File: config.mk
export PLATFORM = sky130hd
export DESIGN_NAME = area_cs_decoder
export DESIGN_NICKNAME = d
export VERILOG_FILES = /design/src/rtl/acd_pkg.sv /design/src/rtl/acd_cfg_regs.sv /design/src/rtl/acd_region_decode.sv /design/src/rtl/acd_select_drive.sv /design/src/rtl/area_cs_decoder.sv
export SDC_FILE = /design/constraint.sdc
export NUM_CORES = 1
export LEC_CHECK = 0
export BUFFER_PORTS_ARGS = -buffer_cell sky130_fd_sc_hd__buf_4
export CORE_ASPECT_RATIO = 0.5
export CORE_MARGIN = 4
export CORE_UTILIZATION = 45
export DETAILED_ROUTE_END_ITERATION = 8
export PLACE_DENSITY_LB_ADDON = 0.3
export SYNTH_ARGS = -nofsm -noshare
export SYNTH_HDL_FRONTEND = slang
export SYNTH_SLANG_ARGS = --single-unit
File: constraint.sdc
create_clock -name clk -period 1.9 [get_ports clk]
set_input_delay 0.38 -clock clk [delete_from_list [all_inputs] [get_ports clk]]
set_output_delay 0.38 -clock clk [all_outputs]
set_load 0.02 [all_outputs]
File: src/rtl/acd_pkg.sv
package acd_pkg;

  localparam int AREA_W     = 3;
  localparam int NUM_AREAS  = 1 << AREA_W;
  localparam int NUM_CS     = NUM_AREAS - 1;
  localparam int DRAM_FIRST = 2;
  localparam int DRAM_LAST  = 5;
  localparam int NUM_RAS    = DRAM_LAST - DRAM_FIRST + 1;

  typedef enum logic [1:0] {
    IF_BASIC = 2'b00,
    IF_BURST = 2'b01,
    IF_DRAM  = 2'b10,
    IF_RSVD  = 2'b11
  } iface_e;

  typedef enum logic [2:0] {
    SP_ROM = 3'd0,
    SP_RAM = 3'd1,
    SP_REG = 3'd2,
    SP_EXT = 3'd3,
    SP_BAD = 3'd4
  } space_e;

  // true when the area sits in the row-strobe capable group
  function automatic logic is_dram_area(input logic [AREA_W-1:0] area);
    return (area >= AREA_W'(DRAM_FIRST)) && (area <= AREA_W'(DRAM_LAST));
  endfunction

  // legality of an interface kind for a given area
  function automatic logic iface_allowed(input logic [AREA_W-1:0] area,
                                         input logic [1:0] kind);
    logic ok;
    case (kind)
      IF_BASIC: ok = 1'b1;
      IF_BURST: ok = (area <= AREA_W'(1));
      IF_DRAM:  ok = is_dram_area(area);
      default:  ok = 1'b0;
    endcase
    return ok;
  endfunction

  // which row strobe an area uses; merged space always uses the first
  function automatic logic [1:0] ras_slot(input logic [AREA_W-1:0] area,
                                          input logic merged);
    logic [AREA_W-1:0] diff;
    diff = area - AREA_W'(DRAM_FIRST);
    return merged ? 2'd0 : diff[1:0];
  endfunction

  // half-open window test on a 32-bit widened address
  function automatic logic in_window(input logic [31:0] addr,
                                     input logic [31:0] base,
                                     input logic [31:0] size);
    return (addr >= base) && ((addr - base) < size);
  endfunction

endpackage

File: src/rtl/acd_cfg_regs.sv
module acd_cfg_regs
  import acd_pkg::*;
#(
  parameter int AREAS = NUM_AREAS
) (
  input  logic                        clk,
  input  logic                        rst_n,
  input  logic                        wr_en,
  input  logic [AREA_W-1:0]           wr_area,
  input  logic [1:0]                  wr_kind,
  input  logic                        merge_wr,
  input  logic                        merge_in,
  output logic [AREAS-1:0][1:0]       kinds_q,
  output logic                        merge_q
);

  for (genvar g = 0; g < AREAS; g++) begin : g_area
    logic [1:0] kind_r;
    logic       addressed;
    logic       accept;

    assign addressed = wr_en && (wr_area == AREA_W'(g));
    assign accept    = addressed && iface_allowed(AREA_W'(g), wr_kind);

    always_ff @(posedge clk or negedge rst_n) begin
      if (!rst_n) begin
        kind_r <= IF_BASIC;
      end else if (accept) begin
        kind_r <= wr_kind;
      end
    end

    assign kinds_q[g] = kind_r;
  end

  always_ff @(posedge clk or negedge rst_n) begin
    if (!rst_n) begin
      merge_q <= 1'b0;
    end else if (merge_wr) begin
      merge_q <= merge_in;
    end
  end

endmodule

File: src/rtl/acd_region_decode.sv
module acd_region_decode
  import acd_pkg::*;
#(
  parameter int          ADDR_W   = 24,
  parameter logic [31:0] ROM_SIZE = 32'h0004_0000,
  parameter logic [31:0] RAM_BASE = 32'h00FF_B000,
  parameter logic [31:0] RAM_SIZE = 32'h0000_4000,
  parameter logic [31:0] REG_BASE = 32'h00FF_F000
) (
  input  logic [ADDR_W-1:0] addr,
  input  logic              mode_expanded,
  input  logic              rom_enable,
  input  logic              ram_enable,
  output logic [AREA_W-1:0] area,
  output space_e            space
);

  localparam logic [AREA_W-1:0] TOP_AREA = AREA_W'(NUM_AREAS - 1);

  logic [31:0] addr_w;
  logic        rom_hit;
  logic        ram_hit;
  logic        reg_hit;

  assign addr_w  = 32'(addr);
  assign area    = addr[ADDR_W-1 -: AREA_W];

  assign rom_hit = (area == '0) && rom_enable && (addr_w < ROM_SIZE);
  assign reg_hit = (area == TOP_AREA) && (addr_w >= REG_BASE);
  assign ram_hit = (area == TOP_AREA) && ram_enable &&
                   in_window(addr_w, RAM_BASE, RAM_SIZE);

  always_comb begin
    if (rom_hit)            space = SP_ROM;
    else if (reg_hit)       space = SP_REG;
    else if (ram_hit)       space = SP_RAM;
    else if (mode_expanded) space = SP_EXT;
    else                    space = SP_BAD;
  end

endmodule

File: src/rtl/acd_select_drive.sv
module acd_select_drive
  import acd_pkg::*;
#(
  parameter int AREAS      = NUM_AREAS,
  parameter int NUM_SEL    = NUM_CS,
  parameter int NUM_STROBE = NUM_RAS
) (
  input  logic                    clk,
  input  logic                    rst_n,
  input  logic                    strobe,
  input  logic [AREA_W-1:0]       area,
  input  space_e                  space,
  input  logic [AREAS-1:0][1:0]   kinds,
  input  logic                    merged,
  output logic [NUM_SEL-1:0]      cs_n,
  output logic [NUM_STROBE-1:0]   ras_n,
  output logic [1:0]              acc_iface,
  output logic                    hit_rom,
  output logic                    hit_ram,
  output logic                    hit_reg,
  output logic                    hit_ext,
  output logic                    hit_bad
);

  logic                  go_ext;
  logic                  in_dram_grp;
  logic [1:0]            eff_kind;
  logic                  use_ras;
  logic [1:0]            slot;
  logic [NUM_SEL-1:0]    cs_hit;
  logic [NUM_STROBE-1:0] ras_hit;
  logic [1:0]            iface_d;

  assign go_ext      = strobe && (space == SP_EXT);
  assign in_dram_grp = is_dram_area(area);
  assign eff_kind    = (merged && in_dram_grp) ? IF_DRAM : kinds[area];
  assign use_ras     = in_dram_grp && (eff_kind == IF_DRAM);
  assign slot        = ras_slot(area, merged);
  assign iface_d     = go_ext ? eff_kind : IF_BASIC;

  for (genvar gi = 0; gi < NUM_SEL; gi++) begin : g_cs
    assign cs_hit[gi] = go_ext && !use_ras && (area == AREA_W'(gi));
  end

  for (genvar gr = 0; gr < NUM_STROBE; gr++) begin : g_ras
    assign ras_hit[gr] = go_ext && use_ras && (slot == 2'(gr));
  end

  always_ff @(posedge clk or negedge rst_n) begin
    if (!rst_n) begin
      cs_n      <= '1;
      ras_n     <= '1;
      acc_iface <= IF_BASIC;
      hit_rom   <= 1'b0;
      hit_ram   <= 1'b0;
      hit_reg   <= 1'b0;
      hit_ext   <= 1'b0;
      hit_bad   <= 1'b0;
    end else begin
      cs_n      <= ~cs_hit;
      ras_n     <= ~ras_hit;
      acc_iface <= iface_d;
      hit_rom   <= strobe && (space == SP_ROM);
      hit_ram   <= strobe && (space == SP_RAM);
      hit_reg   <= strobe && (space == SP_REG);
      hit_ext   <= go_ext;
      hit_bad   <= strobe && (space == SP_BAD);
    end
  end

endmodule

File: src/rtl/area_cs_decoder.sv
module area_cs_decoder
  import acd_pkg::*;
#(
  parameter int          ADDR_W   = 24,
  parameter logic [31:0] ROM_SIZE = 32'h0004_0000,
  parameter logic [31:0] RAM_BASE = 32'h00FF_B000,
  parameter logic [31:0] RAM_SIZE = 32'h0000_4000,
  parameter logic [31:0] REG_BASE = 32'h00FF_F000
) (
  input  logic               clk,
  input  logic               rst_n,
  input  logic               mode_expanded,
  input  logic               rom_enable,
  input  logic               ram_enable,
  input  logic               cfg_wr,
  input  logic [2:0]         cfg_area,
  input  logic [1:0]         cfg_iface,
  input  logic               cfg_merge_wr,
  input  logic               cfg_merge,
  input  logic               acc_strobe,
  input  logic [ADDR_W-1:0]  acc_addr,
  output logic [6:0]         cs_n,
  output logic [3:0]         ras_n,
  output logic [1:0]         acc_iface,
  output logic               hit_rom,
  output logic               hit_ram,
  output logic               hit_reg,
  output logic               hit_ext,
  output logic               hit_bad
);

  // named internal state, visible to the bound checker
  logic [NUM_AREAS-1:0][1:0] types_q;
  logic                      merge_q;
  logic [AREA_W-1:0]         dec_area;
  space_e                    dec_space;

  acd_cfg_regs #(
    .AREAS (NUM_AREAS)
  ) u_cfg (
    .clk      (clk),
    .rst_n    (rst_n),
    .wr_en    (cfg_wr),
    .wr_area  (cfg_area),
    .wr_kind  (cfg_iface),
    .merge_wr (cfg_merge_wr),
    .merge_in (cfg_merge),
    .kinds_q  (types_q),
    .merge_q  (merge_q)
  );

  acd_region_decode #(
    .ADDR_W   (ADDR_W),
    .ROM_SIZE (ROM_SIZE),
    .RAM_BASE (RAM_BASE),
    .RAM_SIZE (RAM_SIZE),
    .REG_BASE (REG_BASE)
  ) u_dec (
    .addr          (acc_addr),
    .mode_expanded (mode_expanded),
    .rom_enable    (rom_enable),
    .ram_enable    (ram_enable),
    .area          (dec_area),
    .space         (dec_space)
  );

  acd_select_drive #(
    .AREAS      (NUM_AREAS),
    .NUM_SEL    (NUM_CS),
    .NUM_STROBE (NUM_RAS)
  ) u_drv (
    .clk       (clk),
    .rst_n     (rst_n),
    .strobe    (acc_strobe),
    .area      (dec_area),
    .space     (dec_space),
    .kinds     (types_q),
    .merged    (merge_q),
    .cs_n      (cs_n),
    .ras_n     (ras_n),
    .acc_iface (acc_iface),
    .hit_rom   (hit_rom),
    .hit_ram   (hit_ram),
    .hit_reg   (hit_reg),
    .hit_ext   (hit_ext),
    .hit_bad   (hit_bad)
  );

endmodule

Yosys cells after proc, flatten, opt, wreduce, memory -nomap -nowiden
Cells that the tools add are included.
Storage, ports and cells
  output and inout port bits: 18
  word-level logic and storage cells: 115
  bits in registers: 35
Operators by class
  bitwise logic cells: 2
  mux-type cells: 12
  order comparisons: 7
  equal/unequal tests: 24
  reductions and logical operators: 51
  add/sub/neg operators: 2
Operator list (number)
  >= comparator 24 bit, second input constant: 2
  logical AND 1 bit: 43
  < comparator 32 x 15 -> 1 bit, second input constant: 1
  == test 3 bit, second input constant: 9
  subtractor 24 x 24 -> 25 bit, second input constant: 1
  < comparator 24 x 19 -> 1 bit, second input constant: 1
  == test 3 x 2 -> 1 bit, second input constant: 6
  2-to-1 mux 3 bit: 4
  == test 3 x 1 -> 1 bit, second input constant: 3
  logical NOT 3 bit: 3
  == test 2 bit, second input constant: 4
  2-to-1 mux 2 bit: 4
  inverter 7 bit: 1
  binary-select mux 2 bit (select 3 bit): 1
  == test 2 x 1 -> 1 bit, second input constant: 2
  logical NOT 2 bit: 2
  < comparator 3 x 4 -> 1 bit, second input constant: 1
  inverter 4 bit: 1
  OR reduction 2 bit: 2
  >= comparator 3 x 2 -> 1 bit, second input constant: 1
  less-or-equal comparator 3 bit, second input constant: 1
  2-to-1 mux 1 bit: 3
  subtractor 2 bit, second input constant: 1
  logical NOT 1 bit: 1

Depth between registers and ports, before layout
  depth after elaboration: 12
  mapped depth: 5

Modules after synthesis
Synthesis repeated with hierarchy kept, for this count alone.
Second synthesis, totals
  cells, all modules: 142
  area total of the unflattened synthesis: 1670.4 um^2
By module, submodules not included
  acd_select_drive: instances 1, cells each 73, sequential area each 464.2 um^2, area an instance 860.8 um^2
  acd_cfg_regs: instances 1, cells each 47, sequential area each 425.4 um^2, area an instance 663.1 um^2
  acd_region_decode: instances 1, cells each 22, sequential area each 0.0 um^2, area an instance 146.4 um^2

Worst setup path after synthesis
No wires, ideal clock.
  path type: input to register
  start: input port acc_addr[23]
  end: register u_drv.ras_n[0]
  library setup time: 0.094 ns
  cell stages on the path: 5
  slack: 0.286 ns
  data arrival time: 1.520 ns
  data required time: 1.806 ns
  path through: buf_2 > or2b_1 > a21oi_1 > o211ai_2 > or4_1
Between the ends
  longest elaborated chain between the ends: 12
RTL lines
  start: declaration: line area_cs_decoder.sv:21  | input logic [ADDR_W-1:0] acc_addr,
  subtractor 24 x 24 -> 25 bit: line acd_pkg.sv:55  | return (addr >= base) && ((addr - base) < size);
  < comparator 32 x 15 -> 1 bit: line acd_pkg.sv:55
  logical AND 1 bit: line acd_pkg.sv:55
  logical AND 1 bit: line acd_region_decode.sv:30  | assign ram_hit = (area == TOP_AREA) && ram_enable &&
  2-to-1 mux 3 bit: line acd_region_decode.sv:36  | else if (ram_hit) space = SP_RAM;
  2-to-1 mux 3 bit: line acd_region_decode.sv:35  | else if (reg_hit) space = SP_REG;
  2-to-1 mux 3 bit: line acd_region_decode.sv:34  | if (rom_hit) space = SP_ROM;
  == test 3 x 2 -> 1 bit: line acd_select_drive.sv:34  | assign go_ext = strobe && (space == SP_EXT);
  logical AND 1 bit: line acd_select_drive.sv:34
  logical AND 1 bit * (2 in series): line acd_select_drive.sv:46  | assign ras_hit[gr] = go_ext && use_ras && (slot == 2'(gr));
  inverter 4 bit *: line acd_select_drive.sv:61  | ras_n <= ~ras_hit;
  end signal: assignment: line acd_select_drive.sv:61
  end: declaration: line acd_select_drive.sv:16  | output logic [NUM_STROBE-1:0] ras_n,
Mark *: on every way between the ends. The rest lies on a longest branch, timed or not. The select of a mux whose other input is x is not followed.
A chain may end at the register's enable or synchronous reset.

Worst setup path in the final report
  start: register u_cfg.merge_q
  end: register u_drv.ras_n[0]
Between the ends
  longest elaborated chain between the ends: 7
RTL lines
  start: declaration: line acd_cfg_regs.sv:14  | output logic merge_q
  start signal: assignment: line acd_cfg_regs.sv:40  | merge_q <= merge_in;
  logical AND 1 bit: line acd_select_drive.sv:36  | assign eff_kind = (merged && in_dram_grp) ? IF_DRAM : kinds[area];
  2-to-1 mux 2 bit: line acd_select_drive.sv:36
  == test 2 bit: line acd_select_drive.sv:37  | assign use_ras = in_dram_grp && (eff_kind == IF_DRAM);
  logical AND 1 bit: line acd_select_drive.sv:37
  logical AND 1 bit: line acd_select_drive.sv:46
  logical AND 1 bit *: line acd_select_drive.sv:46
  inverter 4 bit *: line acd_select_drive.sv:61
Mark *: on every way between the ends. The rest lies on a longest branch, timed or not.

==> results by stage <==
Clock tree:
- The clock insertion delay at the later pin of the skew report is 290 ps.
- The clock passes through at most 2 buffers.
- The buffer type at the clock tree root is sky130_fd_sc_hd__clkbuf_8.
- Once the clock tree was built, the resizer swapped 0 gates to a different size.
- The number of H-tree branching levels is 2.
- The hold-fix buffer count after cts is 0.
- For this design, the sink count on the clock tree is 35.
- TritonCTS built the clock tree.
- The post-CTS setup repair buffer count is 0.
- Counting the buffers created by CTS gives 5.
- Clock-pin slew was measured on the worst setup and hold paths at 70 ps.

Placement:
- The half-perimeter wire length of the detailed placement result is 2526 um.
- At the end of routability-driven placement, the weighted congestion stood at 0.8337.
- The instance area at placement is 0.001937 sq mm.
- During placement, the flow inserted port buffers numbering 43.

Floorplanning:
- The number of top-level pins is 56.
- The horizontal extent of the die is 91.14 um.
- The total die area is 0.004518 sq mm.
- The vertical extent of the die is 49.57 um.
- The count of standard-cell rows is 14.
- The floorplan step defined a core boundary enclosing 0.003153 sq mm.
- The initial utilization of the core area, before any placement, comes to 0.4933.

Worst setup path:
- The most critical setup path has its startpoint at u_cfg.merge_q.
- In this run the critical register-to-register path is launched from u_cfg.merge_q.
- The required time at the worst-slack endpoint is 2110 ps.
- STA classifies the critical path endpoint as a flip-flop.
- The nature of the critical path startpoint is a flip-flop.
- The critical path is of the reg -> reg type.
- At the worst endpoint, the arrival time is 1690 ps.
- The largest fanout of any net on the critical path is 7.

Synth:
- The dominant cell type by area after synthesis is sky130_fd_sc_hd__dfrtp_1.
- The synthesized area divided by synthesized cell count is around 12 sq um.
- The simple-gate portion of the synthesized area is 0.2333.
- The xor-xnor portion of the synthesized cell area is 0.
- The post-synthesis cell type count is 37.
- Yosys instantiated no cell more often than sky130_fd_sc_hd__dfrtp_1.
- The cell area after technology mapping is between 0.0015 and 0.002 sq mm.
- The share of the synthesized area in compound gates (AO/OA/AOI/OAI) is 0.07884.
- Counting flops and latches in the post-synthesis netlist gives 35.
- The yosys synthesis warning count is 0.
- Among all flip-flop cells after synthesis, the most frequent one is sky130_fd_sc_hd__dfrtp_1.
- After technology mapping, the gate count stands at between 100 and 150.
- The synthesized-area fraction occupied by adder cells is 0.
- The share of synthesized area in the top cell type comes to 0.3862.
- The fraction of the yosys area taken by sequential cells is 0.5720.
- The synthesized design contains 0 enable-type register cells.
- When the netlist entered floorplanning its net count stood at 172.
- The portion of synthesized area spent on multiplexers is 0.09493.
- Yosys attributes the largest share of cell area to sky130_fd_sc_hd__dfrtp_1 39%, sky130_fd_sc_hd__dfstp_2 19%, sky130_fd_sc_hd__mux2i_1 5.1%.
- Counting instances in the post-synthesis netlist gives the leading cell types as 24 x sky130_fd_sc_hd__dfrtp_1, 11 x sky130_fd_sc_hd__dfstp_2, 11 x sky130_fd_sc_hd__nand2_1.
- The combinational family with the most area after synthesis is simple AND/OR/NAND/NOR gates.
- The async set-or-reset flop fraction in the synthesized netlist is 1.000.

Power:
- The sequential share of power is 0.502.
- Summed over all nets, the switching power comes to 0.3869 mW.
- The switching share of power is 0.2403.
- The largest vdd supply drop is approximately 0.37 mV.
- The proportion of power drawn by combinational gates is 0.135.
- The internal power component is 1.223 mW.
- In this run the power density over the cells is 790.5 mW/mm^2.
- In this run the static leakage power is 0.9380 nW.
- The clock network fraction of design power is 0.364.

Route:
- After detailed routing, the average wire length per cell comes to 15.13 um.
- The routed layout has 1183 vias.
- For this run, the detailed router's first-pass iteration total came to 4.
- The detailed router finished its first iteration with 67 violations.
- The number of vias per cell is about 5.2.
- The number of remaining DRC errors is 0.
- The total length of routed wires is 3419 um.
- Once detail routing completed, the nets flagged for antenna violations numbered 0.

Timing:
- Counting I/O delays and the setup requirement, the final critical path takes approximately 1500 ps.
- The largest clock skew in the final design is between 2 and 3 ps.
- Setup violations remaining at the end of the flow were counted as 0.
- For the pin with the worst max-slew slack, the measured transition is 493.8 ps.
- The number of failing hold endpoints at the final stage is 0.
- Headroom to the max-slew limit came out at 0.6623.
- The total count of max-transition violations in the final report is 0.
- In the finished design, the share of the clock period the worst path needs comes to 0.7810.
- The post-route setup TNS is 0 ps.
- Setup repair after global routing left no endpoint under its margin.
- Based on the critical path, the design can be clocked at up to between 600 and 700 MHz.

Layout:
- The register with the most flip-flops is u_cfg.g_area.kind_r.
- The filler cells instantiated in the layout total between 200 and 300.
- The final instance area is 0.002037 sq mm.
- The largest registers in the layout are u_cfg.g_area.kind_r: 16 flops, u_drv.cs_n: 7 flops, u_drv.ras_n: 4 flops.
- The antenna diode instance count is 0.
- The signed area change from the synthesized netlist to the final layout is 30.97%.
- Of the cells placed in the final design, the portion with a size suffix greater than 1 is 0.4247.
- The total number of nets in the final design is 223.
- The flip-flop count of the largest register after layout is 16.

GRT:
- The largest net degree at the start of global routing is 36.
- The number of antenna violations at the first check in global routing was 0.
- The wire length of the first global-routing pass is 5844 um.
- The aggregate global routing overflow is 0.
- The number of global-route vias before repair was 1191.
- In the global route stage, overall resource usage came out at 0.1733.

Hold path:
- The min-delay analysis places its worst path in the category in -> async.

Run status:
- The flow ran to the end, and the final reports show no timing, DRC or antenna violations.

Job:
- The max-capacitance violation count is 0.
-- power by group through the flow --
stage / Combinational, mW / Clock (mW) / Sequential, mW
floorplan: 0.103 / 0 / 0.825
CTS: 0.217 / 0.601 / 0.808
global route: 0.240 / 0.650 / 0.811
global placement: 0.208 / 0 / 0.818
detailed placement: 0.214 / 0 / 0.821
finish: 0.217 / 0.586 / 0.807
-- final cells by class --
cell class,instances,area (sq um),area share
Multi-Input combinational cell,93,633.1,0.3108
Clock buffer,8,100.1,0.04914
Tap cell,40,50.05,0.02457
Timing Repair Buffer,47,352.8,0.1732
Inverter,3,11.26,0.005528
Sequential cell,35,889.6,0.4367
-- metal layers --
metal | share of wire | global-route usage | up-vias
li1 | - | - | 586
met1 | 0.45 | 0.2224 | 553
met2 | 0.45 | 0.2497 | 37
met3 | 0.075 | 0.07903 | 7
met4 | 0.023 | 0.08000 | 0
met5 | 0 | 0 | -
-- path summary, 6_finish.rpt --
path,to,slack [ps],depth (start not counted)
min in group clk,u_drv.hit_bad,260,2
hold / removal,u_cfg.g_area[6].kind_r[0],30,1
setup / recovery,u_drv.ras_n[0],420,4
setup reg to reg,u_drv.ras_n[0],420,4
max in group asynchronous,u_drv.ras_n[2],1530,1
hold reg to reg,u_cfg.g_area[1].kind_r[1],490,1
-- placed cells by master, fill, tap and decap left out, drive strengths merged, types with 2 or more instances in the layout --
| cell | n |
|---|---|
| o21ai | 2 |
| nand2 | 11 |
| nand2b | 2 |
| mux2 | 6 |
| nand4 | 5 |
| nor2 | 7 |
| or3 | 2 |
| mux2i | 8 |
| o32a | 2 |
| nor2b | 7 |
| dfrtp | 24 |
| dfstp | 11 |
| clkbuf | 8 |
| a21oi | 5 |
| and2 | 6 |
| or4 | 3 |
| nand3b | 5 |
| nor3 | 7 |
| inv | 3 |
| buf | 47 |
-- through the flow --
stage	hold WS, ps	util	power, mW	cells	setup WS, ps
after floorplan	84.41	-	0.9280	134	285.8
after global placement	335.5	0.6143	1.026	218	153.3
after detailed placement	347.5	0.6143	1.035	218	152.5
after CTS	39.25	0.6460	1.626	226	428.1
after global routing	54.45	0.6460	1.702	226	301.3
final	25.48	0.6460	1.610	226	416.2
-- worst max-delay path, cell delays in order, from the launching register on --
cell,delay (ps)
sky130_fd_sc_hd__dfrtp_1,470
sky130_fd_sc_hd__inv_1,120
sky130_fd_sc_hd__a21oi_1,180
sky130_fd_sc_hd__o211ai_2,140
sky130_fd_sc_hd__or4_1,480
-- kinds of logic after synthesis --
kind of cell,Yosys count
AOI/OAI and AO/OA,16
buffers and inverters,6
DFF,35
muxes,14
and+or+nand+nor,63
Note: power is estimated with default switching activity, not from simulation.
